`config.mk`:
```
export PLATFORM = sky130hd
export DESIGN_NAME = lbus_err_mon
export DESIGN_NICKNAME = d
export VERILOG_FILES = /design/src/rtl/lbus_err_pkg.sv /design/src/rtl/lbus_bank_dec.sv /design/src/rtl/lbus_err_ctrl.sv /design/src/rtl/lbus_err_dp.sv /design/src/rtl/lbus_err_mon.sv
export SDC_FILE = /design/constraint.sdc
export NUM_CORES = 1
export LEC_CHECK = 0
export BUFFER_PORTS_ARGS = -buffer_cell sky130_fd_sc_hd__buf_2
export CORE_UTILIZATION = 47
export CTS_CLUSTER_SIZE = 40
export DETAILED_ROUTE_END_ITERATION = 10
export PLACE_DENSITY = 0.83
export SYNTH_ARGS = -nofsm -noshare
export SYNTH_HDL_FRONTEND = slang
export SYNTH_SLANG_ARGS = --single-unit
```
`constraint.sdc`:
```
create_clock -name clk -period 2.7 [get_ports clk]
set_input_delay 0.54 -clock clk [delete_from_list [all_inputs] [get_ports clk]]
set_output_delay 0.54 -clock clk [all_outputs]
set_load 0.005 [all_outputs]
```
`src/rtl/lbus_err_pkg.sv`:
```
package lbus_err_pkg;
  localparam int FLAG_N = 7;
  localparam int ERR_N = 5;
  localparam int FL_CS_MISS = 0;
  localparam int FL_WR_PROT = 1;
  localparam int FL_BUS_TMO = 2;
  localparam int FL_ATOM_WR = 3;
  localparam int FL_ATOM_RD = 4;
  localparam int FL_CMD_TMO = 5;
  localparam int FL_CMD_DONE = 6;

  typedef struct packed {
    logic [FLAG_N-1:0] setFlags;
    logic              busFault;
  } dp_strobe_t;
endpackage

```
`src/rtl/lbus_bank_dec.sv`:
```
module lbus_bank_dec #(
  parameter int NB = 4,
  parameter int AW = 32,
  localparam int BW = (NB > 1) ? $clog2(NB) : 1
) (
  input  logic [AW-1:0]    addr,
  input  logic [NB*AW-1:0] baseFlat,
  input  logic [NB*AW-1:0] maskFlat,
  input  logic [NB-1:0]    valid,
  output logic             hit,
  output logic [BW-1:0]    hitIdx
);
  logic [NB-1:0] matchVec;

  for (genvar gi = 0; gi < NB; gi++) begin : g_cmp
    assign matchVec[gi] = valid[gi] &&
      (((addr ^ baseFlat[gi*AW +: AW]) & maskFlat[gi*AW +: AW]) == '0);
  end

  always_comb begin
    hitIdx = '0;
    for (int i = NB - 1; i >= 0; i--) begin
      if (matchVec[i]) hitIdx = BW'(i);
    end
  end

  assign hit = |matchVec;
endmodule

```
`src/rtl/lbus_err_ctrl.sv`:
```
module lbus_err_ctrl
  import lbus_err_pkg::*;
#(
  parameter int NB = 4,
  parameter int AW = 32,
  parameter int CNTW = 8,
  parameter int SCLW = 4,
  parameter int SEQW = 16,
  parameter int ATOM_WIN = 256,
  localparam int BW = (NB > 1) ? $clog2(NB) : 1,
  localparam int TW = CNTW + SCLW,
  localparam int WINW = $clog2(ATOM_WIN)
) (
  input  logic             clk,
  input  logic             rstN,
  input  logic [NB*AW-1:0] cfgBankBase,
  input  logic [NB*AW-1:0] cfgBankMask,
  input  logic [NB-1:0]    cfgBankValid,
  input  logic [NB-1:0]    cfgBankReadOnly,
  input  logic [CNTW-1:0]  cfgTmoCount,
  input  logic [SCLW-1:0]  cfgTmoScale,
  input  logic [SEQW-1:0]  cfgSeqLimit,
  input  logic             reqValid,
  input  logic [AW-1:0]    reqAddr,
  input  logic             reqWrite,
  input  logic             reqAtomic,
  input  logic             ackBeat,
  input  logic             seqStart,
  input  logic             seqDone,
  output logic [NB-1:0]    bankSel,
  output logic             busAbort,
  output dp_strobe_t       strobe,
  output logic [BW-1:0]    capBank,
  output logic             capWrite,
  output logic [AW-1:0]    capAddr
);
  logic          hit;
  logic [BW-1:0] hitIdx;

  lbus_bank_dec #(.NB(NB), .AW(AW)) u_dec (
    .addr(reqAddr), .baseFlat(cfgBankBase), .maskFlat(cfgBankMask),
    .valid(cfgBankValid), .hit(hit), .hitIdx(hitIdx)
  );

  // transfer tracking and watchdog
  logic          busActive;
  logic [TW-1:0] busCnt;
  logic [TW-1:0] tmoLimit;
  logic [NB-1:0] bankSelQ;
  logic [BW-1:0] curBank;
  logic          curWrite;
  logic [AW-1:0] curAddr;
  logic          busAbortQ;
  logic          accept, csMiss, roViol, tmoFire;

  assign tmoLimit = TW'(cfgTmoCount) * TW'(cfgTmoScale);
  assign accept   = reqValid && !busActive;
  assign csMiss   = accept && !hit;
  assign roViol   = accept && hit && reqWrite && cfgBankReadOnly[hitIdx];
  assign tmoFire  = busActive && !ackBeat && (tmoLimit != '0) &&
                    (busCnt == tmoLimit - TW'(1));

  always_ff @(posedge clk or negedge rstN) begin
    if (!rstN) begin
      busActive <= 1'b0;
      busCnt    <= '0;
      bankSelQ  <= '0;
      curBank   <= '0;
      curWrite  <= 1'b0;
      curAddr   <= '0;
      busAbortQ <= 1'b0;
    end else begin
      busAbortQ <= tmoFire;
      if (accept) begin
        busActive <= 1'b1;
        busCnt    <= '0;
        bankSelQ  <= (hit && !roViol) ? (NB'(1) << hitIdx) : '0;
        curBank   <= hit ? hitIdx : '0;
        curWrite  <= reqWrite;
        curAddr   <= reqAddr;
      end else if (busActive) begin
        if (ackBeat || tmoFire) begin
          busActive <= 1'b0;
          bankSelQ  <= '0;
        end else begin
          busCnt <= busCnt + TW'(1);
        end
      end
    end
  end

  // atomic reservation window
  logic            rsvArmed;
  logic            rsvWrite;
  logic [BW-1:0]   rsvBank;
  logic [AW-1:0]   rsvAddr;
  logic [WINW-1:0] rsvCnt;
  logic            rsvMatch, rsvExpire;

  assign rsvMatch  = accept && hit && rsvArmed && (hitIdx == rsvBank) &&
                     (reqWrite != rsvWrite);
  assign rsvExpire = rsvArmed && !rsvMatch && (rsvCnt == WINW'(ATOM_WIN - 1));

  always_ff @(posedge clk or negedge rstN) begin
    if (!rstN) begin
      rsvArmed <= 1'b0;
      rsvWrite <= 1'b0;
      rsvBank  <= '0;
      rsvAddr  <= '0;
      rsvCnt   <= '0;
    end else if (accept && hit && reqAtomic && !rsvMatch) begin
      rsvArmed <= 1'b1;
      rsvWrite <= reqWrite;
      rsvBank  <= hitIdx;
      rsvAddr  <= reqAddr;
      rsvCnt   <= '0;
    end else if (rsvMatch || rsvExpire) begin
      rsvArmed <= 1'b0;
    end else if (rsvArmed) begin
      rsvCnt <= rsvCnt + WINW'(1);
    end
  end

  // external command sequencer follow-up
  logic            seqArmed;
  logic [SEQW-1:0] seqCnt;
  logic            seqDoneEv, seqTmoEv;

  assign seqDoneEv = seqArmed && seqDone;
  assign seqTmoEv  = seqArmed && !seqDone && (cfgSeqLimit != '0) &&
                     (seqCnt == cfgSeqLimit - SEQW'(1));

  always_ff @(posedge clk or negedge rstN) begin
    if (!rstN) begin
      seqArmed <= 1'b0;
      seqCnt   <= '0;
    end else if (seqStart) begin
      seqArmed <= 1'b1;
      seqCnt   <= '0;
    end else if (seqDoneEv || seqTmoEv) begin
      seqArmed <= 1'b0;
    end else if (seqArmed) begin
      seqCnt <= seqCnt + SEQW'(1);
    end
  end

  // strobes and attribute candidates
  always_comb begin
    strobe = '0;
    strobe.setFlags[FL_CS_MISS]  = csMiss;
    strobe.setFlags[FL_WR_PROT]  = roViol;
    strobe.setFlags[FL_BUS_TMO]  = tmoFire;
    strobe.setFlags[FL_ATOM_WR]  = rsvExpire && !rsvWrite;
    strobe.setFlags[FL_ATOM_RD]  = rsvExpire && rsvWrite;
    strobe.setFlags[FL_CMD_TMO]  = seqTmoEv;
    strobe.setFlags[FL_CMD_DONE] = seqDoneEv;
    strobe.busFault = csMiss || roViol || tmoFire || rsvExpire;
  end

  always_comb begin
    if (csMiss || roViol) begin
      capBank  = hit ? hitIdx : '0;
      capWrite = reqWrite;
      capAddr  = reqAddr;
    end else if (tmoFire) begin
      capBank  = curBank;
      capWrite = curWrite;
      capAddr  = curAddr;
    end else begin
      capBank  = rsvBank;
      capWrite = rsvWrite;
      capAddr  = rsvAddr;
    end
  end

  assign bankSel  = bankSelQ;
  assign busAbort = busAbortQ;

  p_sel_onehot_r1: assert property (@(posedge clk) disable iff (!rstN)
    $onehot0(bankSelQ));
  p_wp_no_select_r3: assert property (@(posedge clk) disable iff (!rstN)
    roViol |=> (bankSelQ == '0) && busActive);
  p_ack_ends_r4: assert property (@(posedge clk) disable iff (!rstN)
    busActive && ackBeat |=> !busActive && !busAbortQ);
  p_abort_pulse_r4: assert property (@(posedge clk) disable iff (!rstN)
    busAbortQ |=> !busAbortQ);
  p_busy_ignore_r11: assert property (@(posedge clk) disable iff (!rstN)
    busActive && !ackBeat && !tmoFire |=> $stable(curAddr) && $stable(bankSelQ));
endmodule

```
`src/rtl/lbus_err_dp.sv`:
```
module lbus_err_dp
  import lbus_err_pkg::*;
#(
  parameter int NB = 4,
  parameter int AW = 32,
  localparam int BW = (NB > 1) ? $clog2(NB) : 1
) (
  input  logic              clk,
  input  logic              rstN,
  input  dp_strobe_t        strobe,
  input  logic [BW-1:0]     capBank,
  input  logic              capWrite,
  input  logic [AW-1:0]     capAddr,
  input  logic              clrValid,
  input  logic [FLAG_N-1:0] clrBits,
  input  logic [FLAG_N-1:0] intEnable,
  output logic [FLAG_N-1:0] statusFlags,
  output logic              intReq,
  output logic [BW-1:0]     attrBank,
  output logic              attrWrite,
  output logic [AW-1:0]     attrAddr
);
  logic [FLAG_N-1:0] flagsQ;
  logic [FLAG_N-1:0] clrMask;
  logic              errPend;
  logic [BW-1:0]     attrBankQ;
  logic              attrWriteQ;
  logic [AW-1:0]     attrAddrQ;

  assign clrMask = clrValid ? clrBits : '0;
  assign errPend = |flagsQ[ERR_N-1:0];

  always_ff @(posedge clk or negedge rstN) begin
    if (!rstN) begin
      flagsQ <= '0;
    end else begin
      flagsQ <= (flagsQ & ~clrMask) | strobe.setFlags;
    end
  end

  always_ff @(posedge clk or negedge rstN) begin
    if (!rstN) begin
      attrBankQ  <= '0;
      attrWriteQ <= 1'b0;
      attrAddrQ  <= '0;
    end else if (strobe.busFault && !errPend) begin
      attrBankQ  <= capBank;
      attrWriteQ <= capWrite;
      attrAddrQ  <= capAddr;
    end
  end

  assign statusFlags = flagsQ;
  assign intReq      = |(flagsQ & intEnable);
  assign attrBank    = attrBankQ;
  assign attrWrite   = attrWriteQ;
  assign attrAddr    = attrAddrQ;

  p_set_lands_r8: assert property (@(posedge clk) disable iff (!rstN)
    (|strobe.setFlags) |=> ((flagsQ & $past(strobe.setFlags)) == $past(strobe.setFlags)));
  p_sticky_r8: assert property (@(posedge clk) disable iff (!rstN)
    (|(flagsQ & ~clrMask)) |=> ((flagsQ & $past(flagsQ & ~clrMask)) == $past(flagsQ & ~clrMask)));
  p_int_needs_flag_r9: assert property (@(posedge clk) disable iff (!rstN)
    intReq |-> (|flagsQ));
  p_attr_hold_r10: assert property (@(posedge clk) disable iff (!rstN)
    errPend |=> $stable({attrBankQ, attrWriteQ, attrAddrQ}));
endmodule

```
`src/rtl/lbus_err_mon.sv`:
```
module lbus_err_mon
  import lbus_err_pkg::*;
#(
  parameter int NB = 4,
  parameter int AW = 32,
  parameter int CNTW = 8,
  parameter int SCLW = 4,
  parameter int SEQW = 16,
  parameter int ATOM_WIN = 256,
  localparam int BW = (NB > 1) ? $clog2(NB) : 1
) (
  input  logic              clk,
  input  logic              rstN,
  input  logic [NB*AW-1:0]  cfgBankBase,
  input  logic [NB*AW-1:0]  cfgBankMask,
  input  logic [NB-1:0]     cfgBankValid,
  input  logic [NB-1:0]     cfgBankReadOnly,
  input  logic [CNTW-1:0]   cfgTmoCount,
  input  logic [SCLW-1:0]   cfgTmoScale,
  input  logic [SEQW-1:0]   cfgSeqLimit,
  input  logic              reqValid,
  input  logic [AW-1:0]     reqAddr,
  input  logic              reqWrite,
  input  logic              reqAtomic,
  input  logic              ackBeat,
  output logic [NB-1:0]     bankSel,
  output logic              busAbort,
  input  logic              seqStart,
  input  logic              seqDone,
  input  logic              clrValid,
  input  logic [FLAG_N-1:0] clrBits,
  input  logic [FLAG_N-1:0] intEnable,
  output logic [FLAG_N-1:0] statusFlags,
  output logic              intReq,
  output logic [BW-1:0]     attrBank,
  output logic              attrWrite,
  output logic [AW-1:0]     attrAddr
);
  dp_strobe_t    strobe;
  logic [BW-1:0] capBank;
  logic          capWrite;
  logic [AW-1:0] capAddr;

  lbus_err_ctrl #(.NB(NB), .AW(AW), .CNTW(CNTW), .SCLW(SCLW), .SEQW(SEQW),
                  .ATOM_WIN(ATOM_WIN)) u_ctrl (
    .clk(clk), .rstN(rstN),
    .cfgBankBase(cfgBankBase), .cfgBankMask(cfgBankMask),
    .cfgBankValid(cfgBankValid), .cfgBankReadOnly(cfgBankReadOnly),
    .cfgTmoCount(cfgTmoCount), .cfgTmoScale(cfgTmoScale), .cfgSeqLimit(cfgSeqLimit),
    .reqValid(reqValid), .reqAddr(reqAddr), .reqWrite(reqWrite), .reqAtomic(reqAtomic),
    .ackBeat(ackBeat), .seqStart(seqStart), .seqDone(seqDone),
    .bankSel(bankSel), .busAbort(busAbort), .strobe(strobe),
    .capBank(capBank), .capWrite(capWrite), .capAddr(capAddr)
  );

  lbus_err_dp #(.NB(NB), .AW(AW)) u_dp (
    .clk(clk), .rstN(rstN), .strobe(strobe),
    .capBank(capBank), .capWrite(capWrite), .capAddr(capAddr),
    .clrValid(clrValid), .clrBits(clrBits), .intEnable(intEnable),
    .statusFlags(statusFlags), .intReq(intReq),
    .attrBank(attrBank), .attrWrite(attrWrite), .attrAddr(attrAddr)
  );
endmodule

```
## After elaboration in Yosys (flattened, before gate mapping)

Cells that the tools add are included.

| operators by class | value |
|---|---|
| $mul | 1 |
| reduce and logical (&&, ||, !) cells | 60 |
| shift operators | 1 |
| equality and inequality tests | 8 |
| bitwise gates (word level) | 12 |
| add/sub/neg operators | 5 |
| muxes and demuxes | 34 |
| $lt $le $gt $ge | 1 |

Operators by type and width:

| operator | count |
|---|---|
| bitwise AND 32 bit | 4 |
| zero test 32 bit | 4 |
| XOR 32 bit | 4 |
| two-way mux 32 bit | 2 |
| two-way mux 16 bit | 3 |
| two-way mux 12 bit | 3 |
| logical AND 1 bit | 27 |
| two-way mux 8 bit | 3 |
| adder 16 x 1 -> 16 bit, second input constant | 1 |
| equality test 16 bit | 1 |
| two-way mux 4 bit | 4 |
| nonzero test 16 bit | 1 |
| subtractor 16 x 1 -> 16 bit, second input constant | 1 |
| bitwise AND 7 bit | 2 |
| two-way mux 2 bit | 7 |
| adder 12 x 1 -> 12 bit, second input constant | 1 |
| equality test 12 bit | 1 |
| multiplier 8 x 4 -> 12 bit | 1 |
| nonzero test 12 bit | 1 |
| nonzero test 2 bit | 6 |
| subtractor 12 x 1 -> 12 bit, second input constant | 1 |
| two-way mux 1 bit | 10 |
| adder 8 x 1 -> 8 bit, second input constant | 1 |
| equality test 8 bit, second input constant | 1 |
| 16 further kinds | 32 |

| storage, ports and cells | value |
|---|---|
| flip-flop bits (word level) | 156 |
| input port bits | 347 |
| word-level logic and storage cells | 140 |

## Logic depth before layout (Yosys ltp)

| depth | value |
|---|---|
| word-level depth | 17 |
| mapped depth | 18 |
| gate-level depth less buffers | 16 |

## Cells and area by module

Synthesis repeated with hierarchy kept, for this count alone.

| unflattened totals | value |
|---|---|
| cells, all modules | 1245 |
| area total of the unflattened synthesis | 11225.8 µm² |

By module, submodules not included:

| module | area each (µm²) | times used | sequential area each (µm²) | cells each |
|---|---|---|---|---|
| lbus_err_ctrl | 7673.6 | 1 | 2852.7 | 928 |
| lbus_bank_dec | 1818.0 | 1 | 0.0 | 217 |
| lbus_err_dp | 1734.2 | 1 | 1051.0 | 100 |

## Worst setup path after synthesis

Ideal clock, no wire load.

| path | value |
|---|---|
| kind | input -> register |
| start point | input port cfgTmoScale[3] |
| end point | register u_dp.attrAddrQ[18], in the netlist u_dp.attrAddr[18] |
| library setup time | 127 ps |
| arrival time | 5396 ps |
| setup slack | -2823 ps |
| data required time | 2573 ps |
| stages | 16 |
| cell sequence | nand2_1 > fa_1 > fa_1 > inv_1 > fa_1 > xnor2_1 > nand3b_1 > o21bai_1 > or4_4 > or3_1 > a21o_1 > a2111oi_4 > buf_2 > mux2_2 > mux2_2 > mux2_1 |

| between the ends | value |
|---|---|
| word-level cells in the longest chain between the ends | 7 |
| elaborated cells between the ends (all ways) | 11 |
| those cells by class | add/sub: 1; mul: 1; eq/ne: 1; mux: 2; reduce/logical: 6 |

RTL lines:

| what | line | RTL |
|---|---|---|
| start, declared | lbus_err_mon.sv:19 | `input logic [SCLW-1:0] cfgTmoScale,` |
| multiplier 8 x 4 -> 12 bit * | lbus_err_ctrl.sv:56 | `assign tmoLimit = TW'(cfgTmoCount) * TW'(cfgTmoScale);` |
| subtractor 12 x 1 -> 12 bit / nonzero test 12 bit (equally long branches) | lbus_err_ctrl.sv:61, lbus_err_ctrl.sv:60 |  |
| equality test 12 bit / logical AND 1 bit (equally long branches) | lbus_err_ctrl.sv:61, lbus_err_ctrl.sv:60 |  |
| logical AND 1 bit * | lbus_err_ctrl.sv:60 | `assign tmoFire = busActive && !ackBeat && (tmoLimit != '0) &&` |
| logical OR 1 bit (2 in series) | lbus_err_ctrl.sv:157 | `strobe.busFault = csMiss \|\| roViol \|\| tmoFire \|\| rsvExpire;` |
| logical AND 1 bit | lbus_err_dp.sv:46 | `end else if (strobe.busFault && !errPend) begin` |
| end signal, assigned | lbus_err_dp.sv:49 | `attrAddrQ <= capAddr;` |
| end, declared | lbus_err_dp.sv:28 | `logic [AW-1:0] attrAddrQ;` |

Mark *: on every way between the ends. The rest lies on a longest branch, timed or not.
A chain may end at the register's enable or synchronous reset.

## Worst setup path after layout

| path | value |
|---|---|
| start point | input port cfgTmoCount[2] |
| end point | register u_dp.attrAddrQ[7], in the netlist u_dp.attrAddr[7] |

| between the ends | value |
|---|---|
| word-level cells in the longest chain between the ends | 7 |
| elaborated cells between the ends (all ways) | 11 |
| those cells by class | add/sub: 1; mul: 1; eq/ne: 1; mux: 2; reduce/logical: 6 |

RTL lines:

| what | line | RTL |
|---|---|---|
| start, declared | lbus_err_mon.sv:18 | `input logic [CNTW-1:0] cfgTmoCount,` |
| multiplier 8 x 4 -> 12 bit * | lbus_err_ctrl.sv:56 |  |
| subtractor 12 x 1 -> 12 bit / nonzero test 12 bit (equally long branches) | lbus_err_ctrl.sv:61, lbus_err_ctrl.sv:60 |  |
| equality test 12 bit / logical AND 1 bit (equally long branches) | lbus_err_ctrl.sv:61, lbus_err_ctrl.sv:60 |  |
| logical AND 1 bit * | lbus_err_ctrl.sv:60 |  |
| logical OR 1 bit (2 in series) | lbus_err_ctrl.sv:157 |  |
| logical AND 1 bit | lbus_err_dp.sv:46 |  |

Marks and branches as above.

==> flow_summary.toml <==
[grt]
grt_pass1_wl_mm = 85.6
grt_max_degree = 68
grt_pass1_vias = 14400
antenna_found_initial = 3
gr-total-overflow = 0
grtUsageTotal_pct = 44.7

[timing]
rsz0062_at_grt = "yes"
setup_tns_ns = -166.78
worst_pin_slew_ns = 0.660
maxSlewViolCount = 0
setup_ws_ns = -2.69
timing.fmax_mhz = 185
setup_violations = 101
hold_violations = 0
post-route-period-util_pct = 200
relSlewSlack_pct = 56.0
period_needed_ns = 5.39
fin_skew_ns = 0.0146

[hold_path]
hold_class = "in2async"

[critical_path]
crit_type = "in2reg"
worstPathMaxFanout = 5
required_ns = 3.02
cp-end-kind = "flop"
start_kind = "primary input"
cp_data_arrival_time_ns = 5.72

[routing]
route.detailed.drc = 0
first_pass_iters = 7
antenna_left = 0
vias = 14300
routedWlPerCell_um = 26.3
drt_first_iter_violations = 1445
vias_per_cell = 6.20
routed_wl_mm = 60.6

[yosys]
yosys.area.top_type = "dfrtp_1"
async_flop_share_pct = 100
synth_top_cells_by_count = "nand2_1 (193), xor2_1 (160), dfrtp_1 (156)"
netlist.area_leader.share_pct = 32.9
synth_top_family_by_area = "simple AND/OR/NAND/NOR gates"
netlist_top_cells_area = "dfrtp_1 (33%), xor2_1 (12%), mux2_2 (11%)"
synth_area_sq_um = 11900
yosys_warnings = 0
muxShareOfSynthArea_pct = 14.1
ys_seq_elements = 156
yosysMostFrequentCell = "nand2_1"
synthCells = 1264
synth_edf_count = 0
synth_nets = 1644
ys.flop_type = "dfrtp_1"
syn_avg_cell_area_sq_um = 9.39
synth.distinct_cells = 68
synthSimpleGateAreaFrac_pct = 16.7
synth-compound-area-share_pct = 14.1
synth_xor_xnor_area_share_pct = 14.3
ys_seq_area_share_pct = 32.9
synthAdderAreaFrac_pct = 4.24

[power_and_ir_drop]
pwr_density_cell_nw_per_um2 = 467
ir_worst_vdd_mv = 0.470
leakage_nw = 9.40
total_power_mw = 8.75

[status]
violations = "setup timing"
status = "finished with violations"

[clock_network]
htreeDepth = 4
tritoncts = "done"
clock_latency_ns = 0.44
cts-root-buf = "clkbuf_16"
clock_sinks = 156
cts.path.max_buffers = 2
clkTransAtPathRegs_ns = 0.07
cts_made_buffers = 17

[finish]
area_growth_pct = 58.0
drive_above_1_share_pct = 51.7
finalNetCount = 2338

[placement]
place.gp.congestion = 1.01
dp_hpwl_mm = 42.5
place_ws_ns = -3.02
port_buffers = 394

[floorplan]
io_pins = 395
rows = 57
dieHeight_um = 161
start_util_pct = 48.4
die_w_um = 161
die-area_sq_um = 25900
core_sq_um = 24500

[job]
cap_violations = 0
## power breakdown
part	leakage, nW	switching, mW	internal [mW]
Clock	0.300	1.05	1.47
Combinational	7.07	1.76	1.65
Sequential	2.03	0.230	2.60
Total	9.40	3.04	5.71
## critical path: stages
cell and delay, ns:
buf_12 0.09, nand2_8 0.05, fa_1 0.49, fa_1 0.53, inv_2 0.05, fa_2 0.41, a211oi_4 0.31, nor4b_2 0.08
nand4b_1 0.21, or4_4 0.59, or3_1 0.34, a21o_1 0.21, a2111oi_4 0.42, buf_6 0.18, buf_12 0.15, buf_16 0.15
mux2_2 0.34, mux2_2 0.27, mux2_1 0.29
## stage by stage
step	hold slack (ns)	instances	cell area, sq um	utilization, %
5_1_grt	0.167	2296	18700	76.4
2_1_floorplan	0.244	1264	12400	-
4_1_cts	0.138	2285	18300	74.7
3_5_place_dp	0.461	2208	16600	67.6
6_report	0.116	2299	18700	76.4
3_3_place_gp	0.449	2208	16600	67.6
## registers in the layout, summed over array words and instances, names as in the netlist
register and flops:
u_ctrl.busCnt 12, u_ctrl.bankSel 4, u_dp.attrWrite 1, u_ctrl.curBank 2, u_ctrl.rsvCnt 8, u_ctrl.rsvBank 2
u_ctrl.curAddr 32, u_ctrl.rsvArmed 1, u_ctrl.seqArmed 1, u_ctrl.curWrite 1, u_dp.statusFlags 7, u_ctrl.rsvAddr 32
u_ctrl.busActive 1, u_ctrl.rsvWrite 1, u_dp.attrBank 2, u_ctrl.seqCnt 16, u_dp.attrAddr 32, u_ctrl.busAbort 1
## area by class of cell
| class | instances | area (sq um) |
|---|---|---|
| antenna | 4 | 10.0 |
| timing repair buffer | 742 | 5170 |
| fill | 1595 | 5790 |
| clock buffer | 21 | 480 |
| tap | 324 | 405 |
| inverter | 31 | 134 |
| multi-input combinational | 1010 | 8510 |
| sequential | 156 | 3900 |
| clock inverter | 11 | 130 |
## logic make-up (layout without fill, tap and decap cells)
kind of cell | Yosys count | in the layout
multiplexers | 150 | 150
AO/OA/AOI/OAI | 228 | 228
other | 0 | 4
buffers and inverters | 98 | 805
flip-flops | 156 | 156
XOR/XNOR | 190 | 190
adder cells (fa/ha/maj) | 33 | 33
AND/OR/NAND/NOR | 409 | 409
## repair_timing
action,CTS,global route
setup buffers,41,22
hold buffers,0,0
cloned,9,1
setup endpoints to repair,113,118
pin swaps,36,49
gates resized for setup,141,101
## final timing paths
path	endpoint	cells after the start	from	slack, ns
setup / recovery	u_dp.attrAddr[7]$_DFFE_PN0P_	19	cfgTmoCount[2]	-2.69
hold / removal	u_ctrl.seqCnt[15]$_DFFE_PN0P_	1	rstN	0.12
setup reg to reg	u_dp.attrAddr[7]$_DFFE_PN0P_	11	u_ctrl.busCnt[0]$_DFFE_PN0P_	-0.72
hold reg to reg	u_ctrl.curAddr[21]$_DFFE_PN0P_	2	u_ctrl.curAddr[21]$_DFFE_PN0P_	0.49
max in group asynchronous	u_ctrl.curAddr[31]$_DFFE_PN0P_	2	rstN	1.87
min in group clk	u_dp.statusFlags[6]$_DFF_PN0_	2	seqDone	0.36
## cell usage in the layout, fill, tap and decap left out, types with 11 or more instances in the layout
| cell | count |
|---|---|
| o21ai_1 | 12 |
| nand2_1 | 185 |
| fa_1 | 11 |
| and2_1 | 15 |
| nor3_1 | 14 |
| mux2i_1 | 11 |
| o21ai_0 | 14 |
| buf_2 | 373 |
| clkbuf_16 | 18 |
| nor2_1 | 37 |
| nand4_1 | 35 |
| nand3_1 | 24 |
| buf_4 | 305 |
| xnor2_1 | 23 |
| buf_6 | 31 |
| xor2_1 | 156 |
| a22oi_1 | 92 |
| inv_1 | 26 |
| mux2_2 | 56 |
| buf_12 | 17 |
| mux2_4 | 82 |
| ha_1 | 16 |
| dfrtp_1 | 156 |
| a21oi_1 | 12 |
## metal layers
metal | vias up | wire (um) | global-route usage, % | share of wire (%)
met4 | 2 | 3170 | 20.0 | 5.2
met2 | 1150 | 28200 | 73.5 | 47
li1 | 5951 | - | - | -
met3 | 288 | 6870 | 11.5 | 11
met5 | - | 17 | 0 | 0.028
met1 | 6873 | 22300 | 55.1 | 37
Note: power is estimated with default switching activity, not from simulation.
